--- src/rtl/eeb_pkg.sv ---
package eeb_pkg;
    typedef enum logic [2:0] {
        ST_IDLE, ST_ONE, ST_OFF_LO, ST_OFF_HI, ST_LEN, ST_DATA
    } eeb_state_e;

    typedef enum logic [1:0] {
        SEL_ADDR = 2'd0, SEL_DATA = 2'd1, SEL_CTRL = 2'd2, SEL_BASE = 2'd3
    } eeb_sel_e;

    localparam int CB_WR    = 0;
    localparam int CB_RD    = 1;
    localparam int CB_BURST = 2;

    typedef struct packed {
        logic burst;
        logic rd;
        logic wr;
    } eeb_launch_t;

    // burst beats read, read beats write
    function automatic eeb_launch_t eeb_pick(input logic [2:0] bits);
        eeb_launch_t r;
        r = '0;
        if (bits[CB_BURST])   r.burst = 1'b1;
        else if (bits[CB_RD]) r.rd    = 1'b1;
        else if (bits[CB_WR]) r.wr    = 1'b1;
        return r;
    endfunction
endpackage

--- src/rtl/eeb_regs.sv ---
module eeb_regs
    import eeb_pkg::*;
#(
    parameter int EE_AW  = 16,
    parameter int DW     = 8,
    parameter int BASE_W = 9,
    parameter int HOST_W = 16
) (
    input  logic              clk,
    input  logic              rst,
    input  logic              host_we,
    input  logic [1:0]        host_sel,
    input  logic [HOST_W-1:0] host_wdata,
    input  logic              busy,
    input  logic              rd_done,
    input  logic [DW-1:0]     rd_byte,
    output logic [EE_AW-1:0]  addr_q,
    output logic [DW-1:0]     data_q,
    output logic [BASE_W-1:0] base_q,
    output eeb_launch_t       launch
);
    always_ff @(posedge clk) begin
        if (rst) begin
            addr_q <= '0;
            data_q <= '0;
            base_q <= '0;
        end else begin
            if (host_we) begin
                case (host_sel)
                    SEL_ADDR: addr_q <= host_wdata[EE_AW-1:0];
                    SEL_DATA: data_q <= host_wdata[DW-1:0];
                    SEL_BASE: base_q <= host_wdata[BASE_W-1:0];
                    default:  ;
                endcase
            end
            if (rd_done) data_q <= rd_byte;
        end
    end

    always_comb begin
        launch = '0;
        if (host_we && host_sel == SEL_CTRL && !busy)
            launch = eeb_pick(host_wdata[2:0]);
    end

    assert_data_capture_R3: assert property (@(posedge clk) disable iff (rst)
        rd_done |=> data_q == $past(rd_byte));
endmodule

--- src/rtl/eeb_seq.sv ---
module eeb_seq
    import eeb_pkg::*;
#(
    parameter int EE_AW  = 16,
    parameter int DW     = 8,
    parameter int LOW_W  = 15,
    parameter int BASE_W = 9,
    localparam int MA_W  = BASE_W + LOW_W
) (
    input  logic              clk,
    input  logic              rst,
    input  eeb_launch_t       launch,
    input  logic [EE_AW-1:0]  host_addr,
    input  logic [DW-1:0]     host_data,
    input  logic [BASE_W-1:0] base,
    output logic              ee_req,
    output logic              ee_we,
    output logic [EE_AW-1:0]  ee_addr,
    output logic [DW-1:0]     ee_wdata,
    input  logic              ee_ack,
    input  logic [DW-1:0]     ee_rdata,
    output logic              mem_we,
    output logic [MA_W-1:0]   mem_addr,
    output logic [DW-1:0]     mem_wdata,
    output logic              rd_done,
    output logic              busy,
    output logic [2:0]        pend
);
    eeb_state_e       state;
    logic [EE_AW-1:0] cur_ee, next_ee;
    logic             op_we;
    logic [DW-1:0]    off_lo, wbyte, cnt;
    logic [LOW_W-1:0] dst;
    logic [2*DW-1:0]  off_full;

    assign off_full = {ee_rdata, off_lo};
    assign ee_req   = state != ST_IDLE;
    assign ee_we    = state == ST_ONE && op_we;
    assign ee_addr  = cur_ee;
    assign ee_wdata = wbyte;
    assign busy     = state != ST_IDLE;
    assign rd_done  = ee_ack && state == ST_ONE && !op_we;
    assign pend[CB_WR]    = state == ST_ONE && op_we;
    assign pend[CB_RD]    = state == ST_ONE && !op_we;
    assign pend[CB_BURST] = state inside {ST_OFF_LO, ST_OFF_HI, ST_LEN, ST_DATA};

    always_ff @(posedge clk) begin
        if (rst) begin
            state     <= ST_IDLE;
            cur_ee    <= '0;
            next_ee   <= '0;
            op_we     <= 1'b0;
            off_lo    <= '0;
            wbyte     <= '0;
            cnt       <= '0;
            dst       <= '0;
            mem_we    <= 1'b0;
            mem_addr  <= '0;
            mem_wdata <= '0;
        end else begin
            mem_we <= 1'b0;
            if (state == ST_IDLE) begin
                if (launch.burst) begin
                    cur_ee <= next_ee;
                    state  <= ST_OFF_LO;
                end else if (launch.rd || launch.wr) begin
                    cur_ee <= host_addr;
                    op_we  <= launch.wr;
                    wbyte  <= host_data;
                    state  <= ST_ONE;
                end
            end else if (ee_ack) begin
                cur_ee  <= cur_ee + EE_AW'(1);
                next_ee <= cur_ee + EE_AW'(1);
                case (state)
                    ST_ONE:    state <= ST_IDLE;
                    ST_OFF_LO: begin
                        off_lo <= ee_rdata;
                        state  <= ST_OFF_HI;
                    end
                    ST_OFF_HI: begin
                        dst   <= off_full[LOW_W-1:0];
                        state <= ST_LEN;
                    end
                    ST_LEN: begin
                        cnt   <= ee_rdata;
                        state <= (ee_rdata == '0) ? ST_IDLE : ST_DATA;
                    end
                    ST_DATA: begin
                        mem_we    <= 1'b1;
                        mem_addr  <= {base, dst};
                        mem_wdata <= ee_rdata;
                        dst       <= dst + LOW_W'(1);
                        cnt       <= cnt - DW'(1);
                        if (cnt == DW'(1)) state <= ST_OFF_LO;
                    end
                    default: state <= ST_IDLE;
                endcase
            end
        end
    end

    assert_req_hold_R5: assert property (@(posedge clk) disable iff (rst)
        ee_req && !ee_ack |=> ee_req && $stable(ee_addr) && $stable(ee_we));
    assert_ptr_next_R7: assert property (@(posedge clk) disable iff (rst)
        ee_req && ee_ack |=> next_ee == $past(ee_addr) + EE_AW'(1));
    assert_mem_after_ack_R8: assert property (@(posedge clk) disable iff (rst)
        mem_we |-> $past(ee_ack));
    assert_dest_base_R9: assert property (@(posedge clk) disable iff (rst)
        mem_we |-> mem_addr[MA_W-1:LOW_W] == $past(base));
    assert_launch_idle_R10: assert property (@(posedge clk) disable iff (rst)
        busy |-> !(launch.burst || launch.rd || launch.wr));
endmodule

--- src/rtl/eeb_ctrl.sv ---
module eeb_ctrl
    import eeb_pkg::*;
#(
    parameter int EE_AW  = 16,
    parameter int DW     = 8,
    parameter int LOW_W  = 15,
    parameter int BASE_W = 9,
    parameter int HOST_W = 16,
    localparam int MA_W  = BASE_W + LOW_W
) (
    input  logic              clk,
    input  logic              rst,
    input  logic              host_we,
    input  logic [1:0]        host_sel,
    input  logic [HOST_W-1:0] host_wdata,
    input  logic [1:0]        host_rsel,
    output logic [HOST_W-1:0] host_rdata,
    output logic              ee_req,
    output logic              ee_we,
    output logic [EE_AW-1:0]  ee_addr,
    output logic [DW-1:0]     ee_wdata,
    input  logic              ee_ack,
    input  logic [DW-1:0]     ee_rdata,
    output logic              mem_we,
    output logic [MA_W-1:0]   mem_addr,
    output logic [DW-1:0]     mem_wdata
);
    logic [EE_AW-1:0]  addr_q;
    logic [DW-1:0]     data_q;
    logic [BASE_W-1:0] base_q;
    eeb_launch_t       launch;
    logic              busy, rd_done;
    logic [2:0]        pend;

    eeb_regs #(.EE_AW(EE_AW), .DW(DW), .BASE_W(BASE_W), .HOST_W(HOST_W)) regs_i (
        .clk(clk), .rst(rst), .host_we(host_we), .host_sel(host_sel),
        .host_wdata(host_wdata), .busy(busy), .rd_done(rd_done), .rd_byte(ee_rdata),
        .addr_q(addr_q), .data_q(data_q), .base_q(base_q), .launch(launch));

    eeb_seq #(.EE_AW(EE_AW), .DW(DW), .LOW_W(LOW_W), .BASE_W(BASE_W)) seq_i (
        .clk(clk), .rst(rst), .launch(launch), .host_addr(addr_q), .host_data(data_q),
        .base(base_q), .ee_req(ee_req), .ee_we(ee_we), .ee_addr(ee_addr),
        .ee_wdata(ee_wdata), .ee_ack(ee_ack), .ee_rdata(ee_rdata), .mem_we(mem_we),
        .mem_addr(mem_addr), .mem_wdata(mem_wdata), .rd_done(rd_done), .busy(busy),
        .pend(pend));

    always_comb begin
        case (host_rsel)
            SEL_ADDR: host_rdata = HOST_W'(addr_q);
            SEL_DATA: host_rdata = HOST_W'(data_q);
            SEL_CTRL: host_rdata = HOST_W'({busy, pend});
            default:  host_rdata = HOST_W'(base_q);
        endcase
    end
endmodule

--- config.mk ---
export PLATFORM = sky130hd
export DESIGN_NAME = eeb_ctrl
export DESIGN_NICKNAME = d
export VERILOG_FILES = /design/src/rtl/eeb_pkg.sv /design/src/rtl/eeb_regs.sv /design/src/rtl/eeb_seq.sv /design/src/rtl/eeb_ctrl.sv
export SDC_FILE = /design/constraint.sdc
export NUM_CORES = 1
export LEC_CHECK = 0
export ABC_AREA = 1
export BUFFER_PORTS_ARGS = -buffer_cell sky130_fd_sc_hd__clkbuf_2
export CORE_MARGIN = 4
export CORE_UTILIZATION = 40
export DETAILED_ROUTE_END_ITERATION = 16
export MAX_ROUTING_LAYER = met4
export RECOVER_POWER = 100
export SLEW_MARGIN = 20
export SYNTH_ARGS = -nofsm -noshare
export SYNTH_HDL_FRONTEND = slang
export SYNTH_HIERARCHICAL = 1
export SYNTH_SLANG_ARGS = --single-unit
export TNS_END_PERCENT = 5
--- constraint.sdc ---
create_clock -name clk -period 2.95 [get_ports clk]
set_clock_uncertainty 0.1 [all_clocks]
set_input_delay 0.4425 -clock clk [delete_from_list [all_inputs] [get_ports clk]]
set_output_delay 0.4425 -clock clk [all_outputs]
set_load 0.01 [all_outputs]
==> impl_metrics.yaml <==
layout:
  area_delta_synth_final_pct: 14.8
  diodes: 0
  finalNonFillerCells: 1358
  fin_nets: 1157
  fillers: 1840
  drive_gt1_share_pct: 8.91
global_routing:
  grt_pass1_vias: 6251
  grt_overflow: 0
  grt_pass1_wl_um: 32600
  grt_max_degree: 44
  antenna_found_initial: 0
  grt_usage_pct: 20.9
sta:
  post-route-min-period_ps: 2690
  setup_viol: 0
  hold_viol_final: 0
  slew_headroom_pct: 25.2
  grt_setup_unrepaired: "no"
  tightest_slew_ps: 1120
  tns_ps: 0
  timing.final.crit_share_pct: 91.1
  drv_slew: 0
  fmax_mhz: 372
critical_path:
  path_cells: "nor2_4 -> nand2_1 -> clkbuf_2 -> nor2_2 -> nand2_1 -> inv_1 -> nor2_1 -> nor2_1"
  cp.required_ps: 3210
  crit_path_start_kind: "register"
  cp_top_family: "simple AND/OR/NAND/NOR gates"
  worstSetupEndpointType: "register"
  rrSetupSlack_ps: 260
  path_class: "reg -> reg"
  crit_path_max_fanout: 19
  cp.depth: 8
  r2r_cells: 8
  slowest_delay_ps: 660
  crit_buf_inv: 2
  crit_slowest_cell: "nor2_2"
  crit_arrival_ps: 2950
synthesis:
  synthArstFlopShare_pct: 0
  ys.flop_type: "dfxtp_1"
  synth-seq-cells: 141
  avgSynthCellArea_um2: 6.75
  yosys.area.top_type_share_pct: 40.4
  ys_types: 35
  synth_top_cell_by_area: "dfxtp_1"
  synthTopCellsByCount: "235 x nand2_1, 152 x nor2_1, 141 x dfxtp_1"
  synth_seq_area_share_pct: 40.4
  syn_area_um2: 6990
  ys_warn_count: 6
  yosysMostFrequentCell: "nand2_1"
  netlist_top_cells_area: "dfxtp_1 40%, nand2_1 13%, nor2_1 8.2%"
  synth_edf_count: 0
  syn-num-nets: 1072
  syn_inst: 1036
detailed_routing:
  drc: 0
  final_antenna_net_count: 0
  vias: 6887
  drtIter0Drc: 496
  drtPass1Iterations: 6
  vias_per_cell: 5.07
  avgRoutedWirePerCell_um: 14.8
  finalWirelength_um: 20100
run:
  drv_cap: 0
pwr:
  powerDensity_nw_per_um2: 748
  pwr-share-clk_pct: 36.5
  power_frac_seq_pct: 39.6
  combPwrFrac_pct: 23.9
  cellLeakagePower_nw: 3.25
  p_int_mw: 3.96
  power.share.switching_pct: 34.1
  power.switching_mw: 2.05
  vdd_drop_max_v: 0.000492
cts:
  clock_path_buffers: 2
  postCtsHoldBufs: 0
  clkTransAtPathRegs_ps: 60
  cts_buffers: 17
  clkSinkCount: 141
  cts.htree.levels: 4
  cts_tree: "built"
  cts_resized: 0
  cts-root-buf: "clkbuf_16"
  clock_latency_ps: 420
  post_cts_buffers: 0
floorplan:
  ios: 107
  rows: 48
  core_um2: 17200
  start_util_pct: 40.6
  die_x_um: 140
  die-area_um2: 19700
  die_h_um: 140
hold_path:
  hold_depth: 3
  hold_path_class: "in -> reg"
run_status:
  status: "completed"
place:
  hpwlAfterDp_um: 14100
  dp_cells: 1327
  gp_congestion: 0.855
  portBuffers: 106
## path summary, 6_finish.rpt
| path | start | endpoint |
|---|---|---|
| min | host_wdata[13] | regs_i/addr_q[13] |
| max | seq_i/state[2] | seq_i/ee_wdata[3] |
| max reg2reg | seq_i/state[2] | seq_i/ee_wdata[3] |
| min reg2reg | seq_i/mem_addr[11] | seq_i/mem_addr[11] |
## stage by stage
| step | utilization [%] | setup slack (ps) | cell area [um2] | power (mW) | hold slack [ps] |
|---|---|---|---|---|---|
| after floorplan | - | 643 | 6990 | 3.50 | 325 |
| after global placement | 44.1 | 395 | 7610 | 3.91 | 349 |
| after detailed placement | 44.1 | 329 | 7610 | 3.93 | 353 |
| after CTS | 47.6 | 314 | 8210 | 6.13 | 164 |
| after global routing | 46.6 | 29.0 | 8030 | 6.36 | 175 |
| final | 46.6 | 261 | 8030 | 6.01 | 178 |
## layout by cell type, fill, tap and decap left out, drive strengths merged, types with 4 or more instances in the layout
master,instances
clkinv,6
nor3,4
buf,4
nor2,162
ha,4
xnor2,4
xor2,6
nand4,16
nand3,105
o21ai,91
clkbuf,133
inv,86
or2,5
a21oi,101
nand2,243
o21bai,4
dfxtp,141
o211ai,5
## layer usage
layer	vias up	wire, um	GRT usage [%]
li1	3556	-	-
met3	27	953	3.28
met2	188	8910	30.7
met4	0	276	6.48
met1	3116	9970	29.6
met5	-	0	-
## layout make-up
class                      instances  area (um2)  area share [%]
clock buffer                      20         457            5.69
clock inverter                    11         143            1.78
inverter                          86         325            4.05
multi-input combinational        758        3480            43.4
sequential                       141        2820            35.2
tap                              225         282            3.51
timing repair buffer             117         514            6.41
## registers in the layout, indices dropped and copies added, names as in the netlist
register,count
regs_i/addr_q,16
seq_i/off_lo,8
seq_i/mem_wdata,8
seq_i/op_we,1
seq_i/cnt,8
seq_i/state,3
seq_i/mem_we,1
seq_i/ee_addr,16
seq_i/ee_wdata,8
seq_i/mem_addr,24
regs_i/data_q,8
seq_i/dst,15
seq_i/next_ee,16
regs_i/base_q,9
## tightest hold or removal path, stage by stage
cell	delay [ps]
clkbuf_2	80
o21ai_0	70
nor2_1	70
## cells by family (layout without fill, tap and decap cells)
family | count (synthesis) | after routing | share of synthesized area (%)
compound gates | 208 | 208 | 15.4
xor+xnor | 10 | 10 | 1.25
fa+ha+maj | 4 | 4 | 0.716
buf+inv | 137 | 234 | 8.87
flops | 141 | 141 | 40.4
simple gates | 536 | 536 | 33.4
## power by group through the flow
stage	logic, mW	clock network (mW)	registers (mW)
after global placement	1.49	0	2.43
after CTS	1.51	2.23	2.38
final	1.44	2.19	2.38
after global routing	1.63	2.32	2.42
after detailed placement	1.51	0	2.42
after floorplan	1.11	0	2.39
Power figures use the tool's default switching activity.
